## src/rtl/sps_pkg.sv

```systemverilog
// Shared encodings for the scaler phase stepper.
// Assumes: filter and error codes are decoded by neighbouring blocks, so
// their values are fixed.
package sps_pkg;

    typedef enum logic [1:0] {
        FILT_SHARP = 2'd0,
        FILT_BIL   = 2'd1,
        FILT_AREA  = 2'd2
    } sps_filt_t;

    typedef enum logic [1:0] {
        ERR_NONE     = 2'd0,
        ERR_INVALID  = 2'd1,
        ERR_OVERFLOW = 2'd2
    } sps_err_t;

    typedef enum logic [1:0] {
        ST_IDLE,
        ST_DIV,
        ST_STREAM
    } sps_state_t;

endpackage

```

## src/rtl/sps_divider.sv

```systemverilog
// Restoring divider, one quotient bit per cycle, MSB first.
// Assumes: den_i is non-zero and the true quotient fits in Q_W bits; higher
// quotient bits shift out of the register and are lost.
// fin_o pulses in the cycle after the last of NUM_W iterations.
module sps_divider #(
    parameter int NUM_W = 33,
    parameter int DEN_W = 12,
    parameter int Q_W   = 27,
    localparam int CNT_W = $clog2(NUM_W + 1)
) (
    input  logic             clk,
    input  logic             rst_n,
    input  logic             load_i,
    input  logic [NUM_W-1:0] num_i,
    input  logic [DEN_W-1:0] den_i,
    output logic [Q_W-1:0]   quot_o,
    output logic             fin_o
);

    logic [DEN_W-1:0] rem_q;
    logic [DEN_W-1:0] den_q;
    logic [NUM_W-1:0] num_sh_q;
    logic [Q_W-1:0]   quot_q;
    logic [CNT_W-1:0] cnt_q;
    logic             fin_q;

    logic [DEN_W:0]   trial;
    logic [DEN_W:0]   diff;
    logic             fits;

    // Trial subtraction of the divisor from the shifted partial remainder.
    always_comb begin
        trial = {rem_q, num_sh_q[NUM_W-1]};
        diff  = trial - {1'b0, den_q};
        fits  = (trial >= {1'b0, den_q});
    end

    // Load operands, then run one restoring iteration per cycle.
    always_ff @(posedge clk) begin
        if (!rst_n) begin
            rem_q    <= '0;
            den_q    <= '0;
            num_sh_q <= '0;
            quot_q   <= '0;
            cnt_q    <= '0;
            fin_q    <= 1'b0;
        end else begin
            fin_q <= 1'b0;
            if (load_i) begin
                rem_q    <= '0;
                den_q    <= den_i;
                num_sh_q <= num_i;
                quot_q   <= '0;
                cnt_q    <= CNT_W'(NUM_W);
            end else if (cnt_q != '0) begin
                rem_q    <= fits ? diff[DEN_W-1:0] : trial[DEN_W-1:0];
                num_sh_q <= num_sh_q << 1;
                quot_q   <= {quot_q[Q_W-2:0], fits};
                cnt_q    <= cnt_q - 1'b1;
                fin_q    <= (cnt_q == CNT_W'(1));
            end
        end
    end

    assign quot_o = quot_q;
    assign fin_o  = fin_q;

endmodule

```

## src/rtl/sps_filter_pick.sv

```systemverilog
// Chooses interpolation filter classes from the scaling direction.
// Assumes: lengths are integer pixel counts; purely combinational.
module sps_filter_pick
    import sps_pkg::*;
#(
    parameter int LEN_W = 12
) (
    input  logic [LEN_W-1:0] src_i,
    input  logic [LEN_W-1:0] dst_i,
    output sps_filt_t        luma_o,
    output sps_filt_t        alpha_o,
    output sps_filt_t        chroma_o
);

    // Upscale or unity keeps detail filters; downscale falls back to area.
    always_comb begin
        if (src_i <= dst_i) begin
            luma_o  = FILT_SHARP;
            alpha_o = FILT_BIL;
        end else begin
            luma_o  = FILT_AREA;
            alpha_o = FILT_AREA;
        end
        chroma_o = ((src_i >> 1) <= dst_i) ? FILT_BIL : FILT_AREA;
    end

endmodule

```

## src/rtl/sps_accum.sv

```systemverilog
// Phase accumulator that emits one index/phase item per destination pixel.
// Assumes: count_i is non-zero and stable while active; the integer part of
// the accumulator never exceeds LEN_W bits.
module sps_accum #(
    parameter int LEN_W  = 12,
    parameter int FRAC_W = 21,
    parameter int STEP_W = 26,
    localparam int ACC_W = LEN_W + FRAC_W
) (
    input  logic              clk,
    input  logic              rst_n,
    input  logic              load_i,
    input  logic [STEP_W:0]   step_i,
    input  logic [LEN_W-1:0]  count_i,
    output logic              valid_o,
    output logic [LEN_W-1:0]  index_o,
    output logic [FRAC_W-1:0] phase_o,
    output logic              last_o
);

    logic             active_q;
    logic [ACC_W-1:0] acc_q;
    logic [LEN_W-1:0] cnt_q;
    logic             at_end;

    // Final item when the item counter reaches count - 1.
    assign at_end = active_q && (cnt_q == count_i - 1'b1);

    // Clear on load, then add one step per emitted item.
    always_ff @(posedge clk) begin
        if (!rst_n) begin
            active_q <= 1'b0;
            acc_q    <= '0;
            cnt_q    <= '0;
        end else if (load_i) begin
            active_q <= 1'b1;
            acc_q    <= '0;
            cnt_q    <= '0;
        end else if (active_q) begin
            acc_q    <= acc_q + ACC_W'(step_i);
            cnt_q    <= cnt_q + 1'b1;
            active_q <= !at_end;
        end
    end

    assign valid_o = active_q;
    assign index_o = acc_q[ACC_W-1:FRAC_W];
    assign phase_o = acc_q[FRAC_W-1:0];
    assign last_o  = at_end;

endmodule

```

## src/rtl/scaler_phase_stepper.sv

```systemverilog
// One-axis scaler control: validates the request, divides for the phase
// step, derives the chroma step and filter classes, then streams per-pixel
// source index and phase.
// Assumes: start_i is a strobe; requests arriving while busy are dropped.
module scaler_phase_stepper
    import sps_pkg::*;
#(
    parameter int LEN_W      = 12,
    parameter int FRAC_W     = 21,
    parameter int RATIO_LOG2 = 5,
    localparam int STEP_W    = FRAC_W + RATIO_LOG2
) (
    input  logic              clk,
    input  logic              rst_n,
    input  logic              start_i,
    input  logic [LEN_W+15:0] src_len_q_i,
    input  logic [LEN_W-1:0]  dst_len_i,
    input  logic              chroma_div2_i,
    input  logic              csub_fmt_i,
    output logic              done_o,
    output logic [1:0]        err_o,
    output logic [STEP_W:0]   luma_step_o,
    output logic [STEP_W:0]   chroma_step_o,
    output logic              scale_en_o,
    output logic [1:0]        luma_filt_o,
    output logic [1:0]        alpha_filt_o,
    output logic [1:0]        chroma_filt_o,
    output logic              pix_valid_o,
    output logic [LEN_W-1:0]  pix_index_o,
    output logic [FRAC_W-1:0] pix_phase_o,
    output logic              pix_last_o
);

    localparam int NUM_W = LEN_W + FRAC_W;

    sps_state_t       state_q;
    sps_err_t         err_q;
    logic             done_q;
    logic [STEP_W:0]  luma_q, chroma_q;
    logic             scale_en_q;
    sps_filt_t        luma_f_q, alpha_f_q, chroma_f_q;
    logic [LEN_W-1:0] src_q, dst_q;
    logic             cdiv_q, csub_q;

    logic [LEN_W-1:0] src_int;
    logic             unused_frac;
    logic             len_zero, ratio_ovf, accept, div_load, stream_load;
    logic [STEP_W:0]  quot;
    logic             div_fin;
    sps_filt_t        luma_f, alpha_f, chroma_f;

    // Drop the Q16 fraction; only whole source pixels matter.
    assign src_int     = src_len_q_i[LEN_W+15:16];
    assign unused_frac = ^src_len_q_i[15:0];

    // Request validation against zero lengths and the downscale cap.
    always_comb begin
        len_zero  = (src_int == '0) || (dst_len_i == '0);
        ratio_ovf = {{RATIO_LOG2{1'b0}}, src_int} > {dst_len_i, {RATIO_LOG2{1'b0}}};
        accept    = start_i && (state_q == ST_IDLE);
        div_load  = accept && !len_zero && !ratio_ovf;
        stream_load = (state_q == ST_DIV) && div_fin;
    end

    sps_divider #(
        .NUM_W (NUM_W),
        .DEN_W (LEN_W),
        .Q_W   (STEP_W + 1)
    ) u_div (
        .clk    (clk),
        .rst_n  (rst_n),
        .load_i (div_load),
        .num_i  ({src_int, {FRAC_W{1'b0}}}),
        .den_i  (dst_len_i),
        .quot_o (quot),
        .fin_o  (div_fin)
    );

    sps_filter_pick #(
        .LEN_W (LEN_W)
    ) u_filt (
        .src_i    (src_q),
        .dst_i    (dst_q),
        .luma_o   (luma_f),
        .alpha_o  (alpha_f),
        .chroma_o (chroma_f)
    );

    sps_accum #(
        .LEN_W  (LEN_W),
        .FRAC_W (FRAC_W),
        .STEP_W (STEP_W)
    ) u_acc (
        .clk     (clk),
        .rst_n   (rst_n),
        .load_i  (stream_load),
        .step_i  (quot),
        .count_i (dst_q),
        .valid_o (pix_valid_o),
        .index_o (pix_index_o),
        .phase_o (pix_phase_o),
        .last_o  (pix_last_o)
    );

    // Sequencing: accept or reject, wait for the divider, publish, stream.
    always_ff @(posedge clk) begin
        if (!rst_n) begin
            state_q    <= ST_IDLE;
            err_q      <= ERR_NONE;
            done_q     <= 1'b0;
            luma_q     <= '0;
            chroma_q   <= '0;
            scale_en_q <= 1'b0;
            luma_f_q   <= FILT_SHARP;
            alpha_f_q  <= FILT_SHARP;
            chroma_f_q <= FILT_SHARP;
            src_q      <= '0;
            dst_q      <= '0;
            cdiv_q     <= 1'b0;
            csub_q     <= 1'b0;
        end else begin
            done_q <= 1'b0;
            case (state_q)
                ST_IDLE: begin
                    if (accept && len_zero) begin
                        done_q <= 1'b1;
                        err_q  <= ERR_INVALID;
                    end else if (accept && ratio_ovf) begin
                        done_q <= 1'b1;
                        err_q  <= ERR_OVERFLOW;
                    end else if (div_load) begin
                        state_q <= ST_DIV;
                        src_q   <= src_int;
                        dst_q   <= dst_len_i;
                        cdiv_q  <= chroma_div2_i;
                        csub_q  <= csub_fmt_i;
                    end
                end
                ST_DIV: begin
                    if (div_fin) begin
                        state_q    <= ST_STREAM;
                        done_q     <= 1'b1;
                        err_q      <= ERR_NONE;
                        luma_q     <= quot;
                        chroma_q   <= cdiv_q ? (quot >> 1) : quot;
                        scale_en_q <= csub_q || (src_q != dst_q);
                        luma_f_q   <= luma_f;
                        alpha_f_q  <= alpha_f;
                        chroma_f_q <= chroma_f;
                    end
                end
                ST_STREAM: begin
                    if (pix_last_o) state_q <= ST_IDLE;
                end
                default: state_q <= ST_IDLE;
            endcase
        end
    end

    assign done_o        = done_q;
    assign err_o         = err_q;
    assign luma_step_o   = luma_q;
    assign chroma_step_o = chroma_q;
    assign scale_en_o    = scale_en_q;
    assign luma_filt_o   = luma_f_q;
    assign alpha_filt_o  = alpha_f_q;
    assign chroma_filt_o = chroma_f_q;

endmodule

```

## config.mk

```make
export PLATFORM = sky130hd
export DESIGN_NAME = scaler_phase_stepper
export DESIGN_NICKNAME = d
export VERILOG_FILES = /design/src/rtl/sps_pkg.sv /design/src/rtl/sps_divider.sv /design/src/rtl/sps_filter_pick.sv /design/src/rtl/sps_accum.sv /design/src/rtl/scaler_phase_stepper.sv
export SDC_FILE = /design/constraint.sdc
export NUM_CORES = 1
export LEC_CHECK = 0
export BUFFER_PORTS_ARGS = -buffer_cell sky130_fd_sc_hd__buf_2
export CAP_MARGIN = 10
export CORE_MARGIN = 5
export CORE_UTILIZATION = 40
export DETAILED_ROUTE_END_ITERATION = 16
export GPL_ROUTABILITY_DRIVEN = 0
export HOLD_SLACK_MARGIN = 0.06
export PLACE_DENSITY = 0.61
export SLEW_MARGIN = 20
export SYNTH_ARGS = -nofsm -noshare
export SYNTH_HDL_FRONTEND = slang
export SYNTH_SLANG_ARGS = --single-unit
export TNS_END_PERCENT = 1
```

## constraint.sdc

```tcl
create_clock -name clk -period 3.5 [get_ports clk]
set_clock_uncertainty 0.2 [all_clocks]
set_input_delay 0.7 -clock clk [delete_from_list [all_inputs] [get_ports clk]]
set_output_delay 0.7 -clock clk [all_outputs]
set_load 0.02 [all_outputs]
```

==> results.cfg <==
[logic_synthesis]
synth_common_cells = dfxtp_1 (206), nand2_1 (198), nor2_1 (96), a21oi_1 (88), ha_1 (74)
synth_area_um2 = 11400
ys_seq_elements = 206
syn_nets = 1486
synthDistinctLibCells = 66
yosysMostFrequentCell = dfxtp_1
synth_top_area_cell = dfxtp_1
syn_avg_cell_area_um2 = 8.37
ys.flop_type = dfxtp_1
synth_edf_count = 0
yosysWarnings = 0
async_flop_share_pct = 0
netlist.area_leader.share_pct = 36.1
seq_area_frac_synth_pct = 36.1
ys_top_cells_by_area = dfxtp_1 (36%), ha_1 (8.1%), nand2_1 (6.5%)
postSynthCellCount = 1365

[floorplanning]
start_util_pct = 40.8
die_w_um = 179
rows = 61
dieArea_um2 = 32000
core_area_um2 = 28000
ios = 144
die_y_um = 179

[layout]
area_growth_pct = 17.0
final_nets = 1590
drive_gt1_share_pct = 14.9
utilization_pct = 47.7
design_area_um2 = 13400
antennaDiodeCount = 0
final_cells = 1865

[clock_tree]
cts_tree = yes
cts_buffers = 25
cts.htree.levels = 1
insertion_delay_ns = 0.53
cts-root-buf = clkbuf_16
cts.clk_slew.worst_paths_ns = 0.06
numClockSinks = 206
cts_buffer_depth = 3

[routing]
ant_nets = 0
drc = 0
wirelength_mm = 30.8
drt_first_pass_iters = 5
num_vias = 9873
wl_per_cell_um = 16.5
viasPerCell = 5.29
drt_iter0_drc = 735

[sta]
drv_slew = 0
period_needed_ns = 3.40
hold_viol = 0
fmax_mhz = 294
setup-violations-final = 0
finalCritPeriodShare_pct = 97.3
worst_pin_slew_ns = 0.954
slew-limit-headroom_pct = 36.4
rsz0062_at_grt = true
finalSetupTns_ns = 0

[setup_path]
timing.rr.end = u_acc.acc_q[32]$_SDFFE_PP0P_
crit_fanout = 6
crit_required_ns = 2.60
end_kind = output port
arrival_ns = 2.50
start_kind = flop
ff2ff_path_depth = 11
path_class = flop to output port
r2r-start = u_div.quot_o[0]$_SDFFE_PP0N_
ff2ff_setup_slack_ns = 0.20

[placed_design]
io_buffer_count = 126
dp_cells = 1819
dp_hpwl_mm = 22.2
place_area_um2 = 12400

[power_and_ir_drop]
p_comb_share_pct = 33.0
p_sw_mw = 2.82
p_per_area_nw_per_um2 = 618
total_power_mw = 8.26
p_leak_nw = 6.01
seqPwrFrac_pct = 32.8
cellInternalPower_mw = 5.44
clock_power_share_pct = 34.2
ir_drop_mv = 0.496
swShare_pct = 34.1

[min_path]
min_to = csub_q$_SDFFE_PN0P_
min_from = csub_fmt_i
holdPathStages = 3
hold_class = primary input to flop

[global_route]
grt.total_usage_pct = 19.0
grt_max_degree = 68
grt_pass1_wl_mm = 49.7
grt_overflow_total = 0
first_global_vias = 9396
antenna_found_initial = 0

[outcome]
status = complete, no violations

[flow_run]
maxCapViolCount = 0
## how the worst max path moves through the flow
stage,start,to,cells past startpoint,slack (ns)
after floorplan,dst_q[0]$_SDFFE_PN0P_,pix_last_o,9,0.47
after global placement,dst_q[1]$_SDFFE_PN0P_,pix_last_o,10,0.21
after detailed placement,dst_q[1]$_SDFFE_PN0P_,pix_last_o,10,0.22
after CTS,dst_q[1]$_SDFFE_PN0P_,pix_last_o,10,0.03
after global routing,dst_q[0]$_SDFFE_PN0P_,pix_last_o,9,-0.12
final,dst_q[0]$_SDFFE_PN0P_,pix_last_o,9,0.1
## timing repair
item	in CTS	in global routing
endpoints found under the setup margin	1	1
resized for setup	7	6
hold buffers	0	0
pin swaps	3	0
gates cloned	0	0
setup buffers	0	1
## cell type report
type,count,area [um^2]
fill,2768,14600
inverter,55,209
timing repair buffer,156,873
clock inverter,14,231
multi-input combinational,1025,6790
tap,378,473
clock buffer,31,658
sequential,206,4130
## critical path, cell delays in order (launching register included)
cell      delay (ns)
dfxtp_1         0.35
buf_4           0.15
nor2_1          0.07
and3_1          0.26
o311ai_0        0.29
o21ai_1         0.11
a21oi_1         0.20
o221ai_2        0.15
nor3_2          0.22
buf_4           0.20
## per-stage QoR
step	hold slack (ns)	setup WS, ns
2_1_floorplan	0.253	0.475
3_3_place_gp	0.248	0.213
3_5_place_dp	0.255	0.223
4_1_cts	0.226	0.0284
5_1_grt	0.248	-0.119
6_report	0.239	0.0950
## state kept, by name, indices dropped and copies added, names as in the netlist, 27 cells and up
name and cells:
u_acc.acc_q 33, chroma_step_o 27, luma_step_o 27, u_div.quot_o 27
## routing by layer
layer  global-route usage [%]  vias up  wire [um]
met3                     3.44       49       1780
met1                     26.8     4615      14900
li1                         -     4994          -
met5                        0        -          0
met2                     30.1      215      13500
met4                     4.83        0        614
## cell families (layout without fill, tap and decap cells)
kind of cell	count (synthesis)	count (layout)	share of synthesized area (%)
AOI/OAI and AO/OA	306	306	18.4
xor gates and xnor gates	57	57	4.37
adders and majority gates	76	76	8.46
buffers and inverters	134	256	4.77
DFF	206	206	36.1
muxes	71	71	6.22
other	1	1	0.0328
and+or+nand+nor	514	514	21.7
## power groups by stage
| stage | Clock [mW] | Sequential, mW | Combinational, mW |
|---|---|---|---|
| floorplan | 0 | 2.72 | 2.10 |
| global placement | 0 | 2.75 | 2.68 |
| detailed placement | 0 | 2.76 | 2.72 |
| CTS | 2.88 | 2.71 | 2.75 |
| global route | 2.98 | 2.74 | 3.05 |
| finish | 2.82 | 2.71 | 2.73 |
## layout by cell type, fill, tap and decap left out, drive strengths merged, types with 5 or more instances in the layout
master | synthesis | final
dfxtp | 206 | 206
nand2 | 198 | 198
buf | 27 | 156
nor2 | 96 | 96
a21oi | 91 | 91
ha | 74 | 74
mux2i | 71 | 71
inv | 55 | 56
nor2b | 49 | 49
o21ai | 43 | 43
nand3 | 42 | 42
o211a | 39 | 39
a21boi | 36 | 36
xnor2 | 31 | 31
clkbuf | 52 | 31
nor3 | 29 | 29
xor2 | 26 | 26
nand4 | 17 | 17
a21o | 17 | 17
o21a | 16 | 16
nand2b | 15 | 15
a211oi | 14 | 14
a31oi | 13 | 13
or3 | 11 | 11
and3 | 11 | 11
and2 | 9 | 9
nor4 | 8 | 8
nand3b | 7 | 7
o31a | 6 | 6
bufinv | 0 | 6
o211ai | 5 | 5
nor3b | 5 | 5
Note: power is estimated with default switching activity, not from simulation.
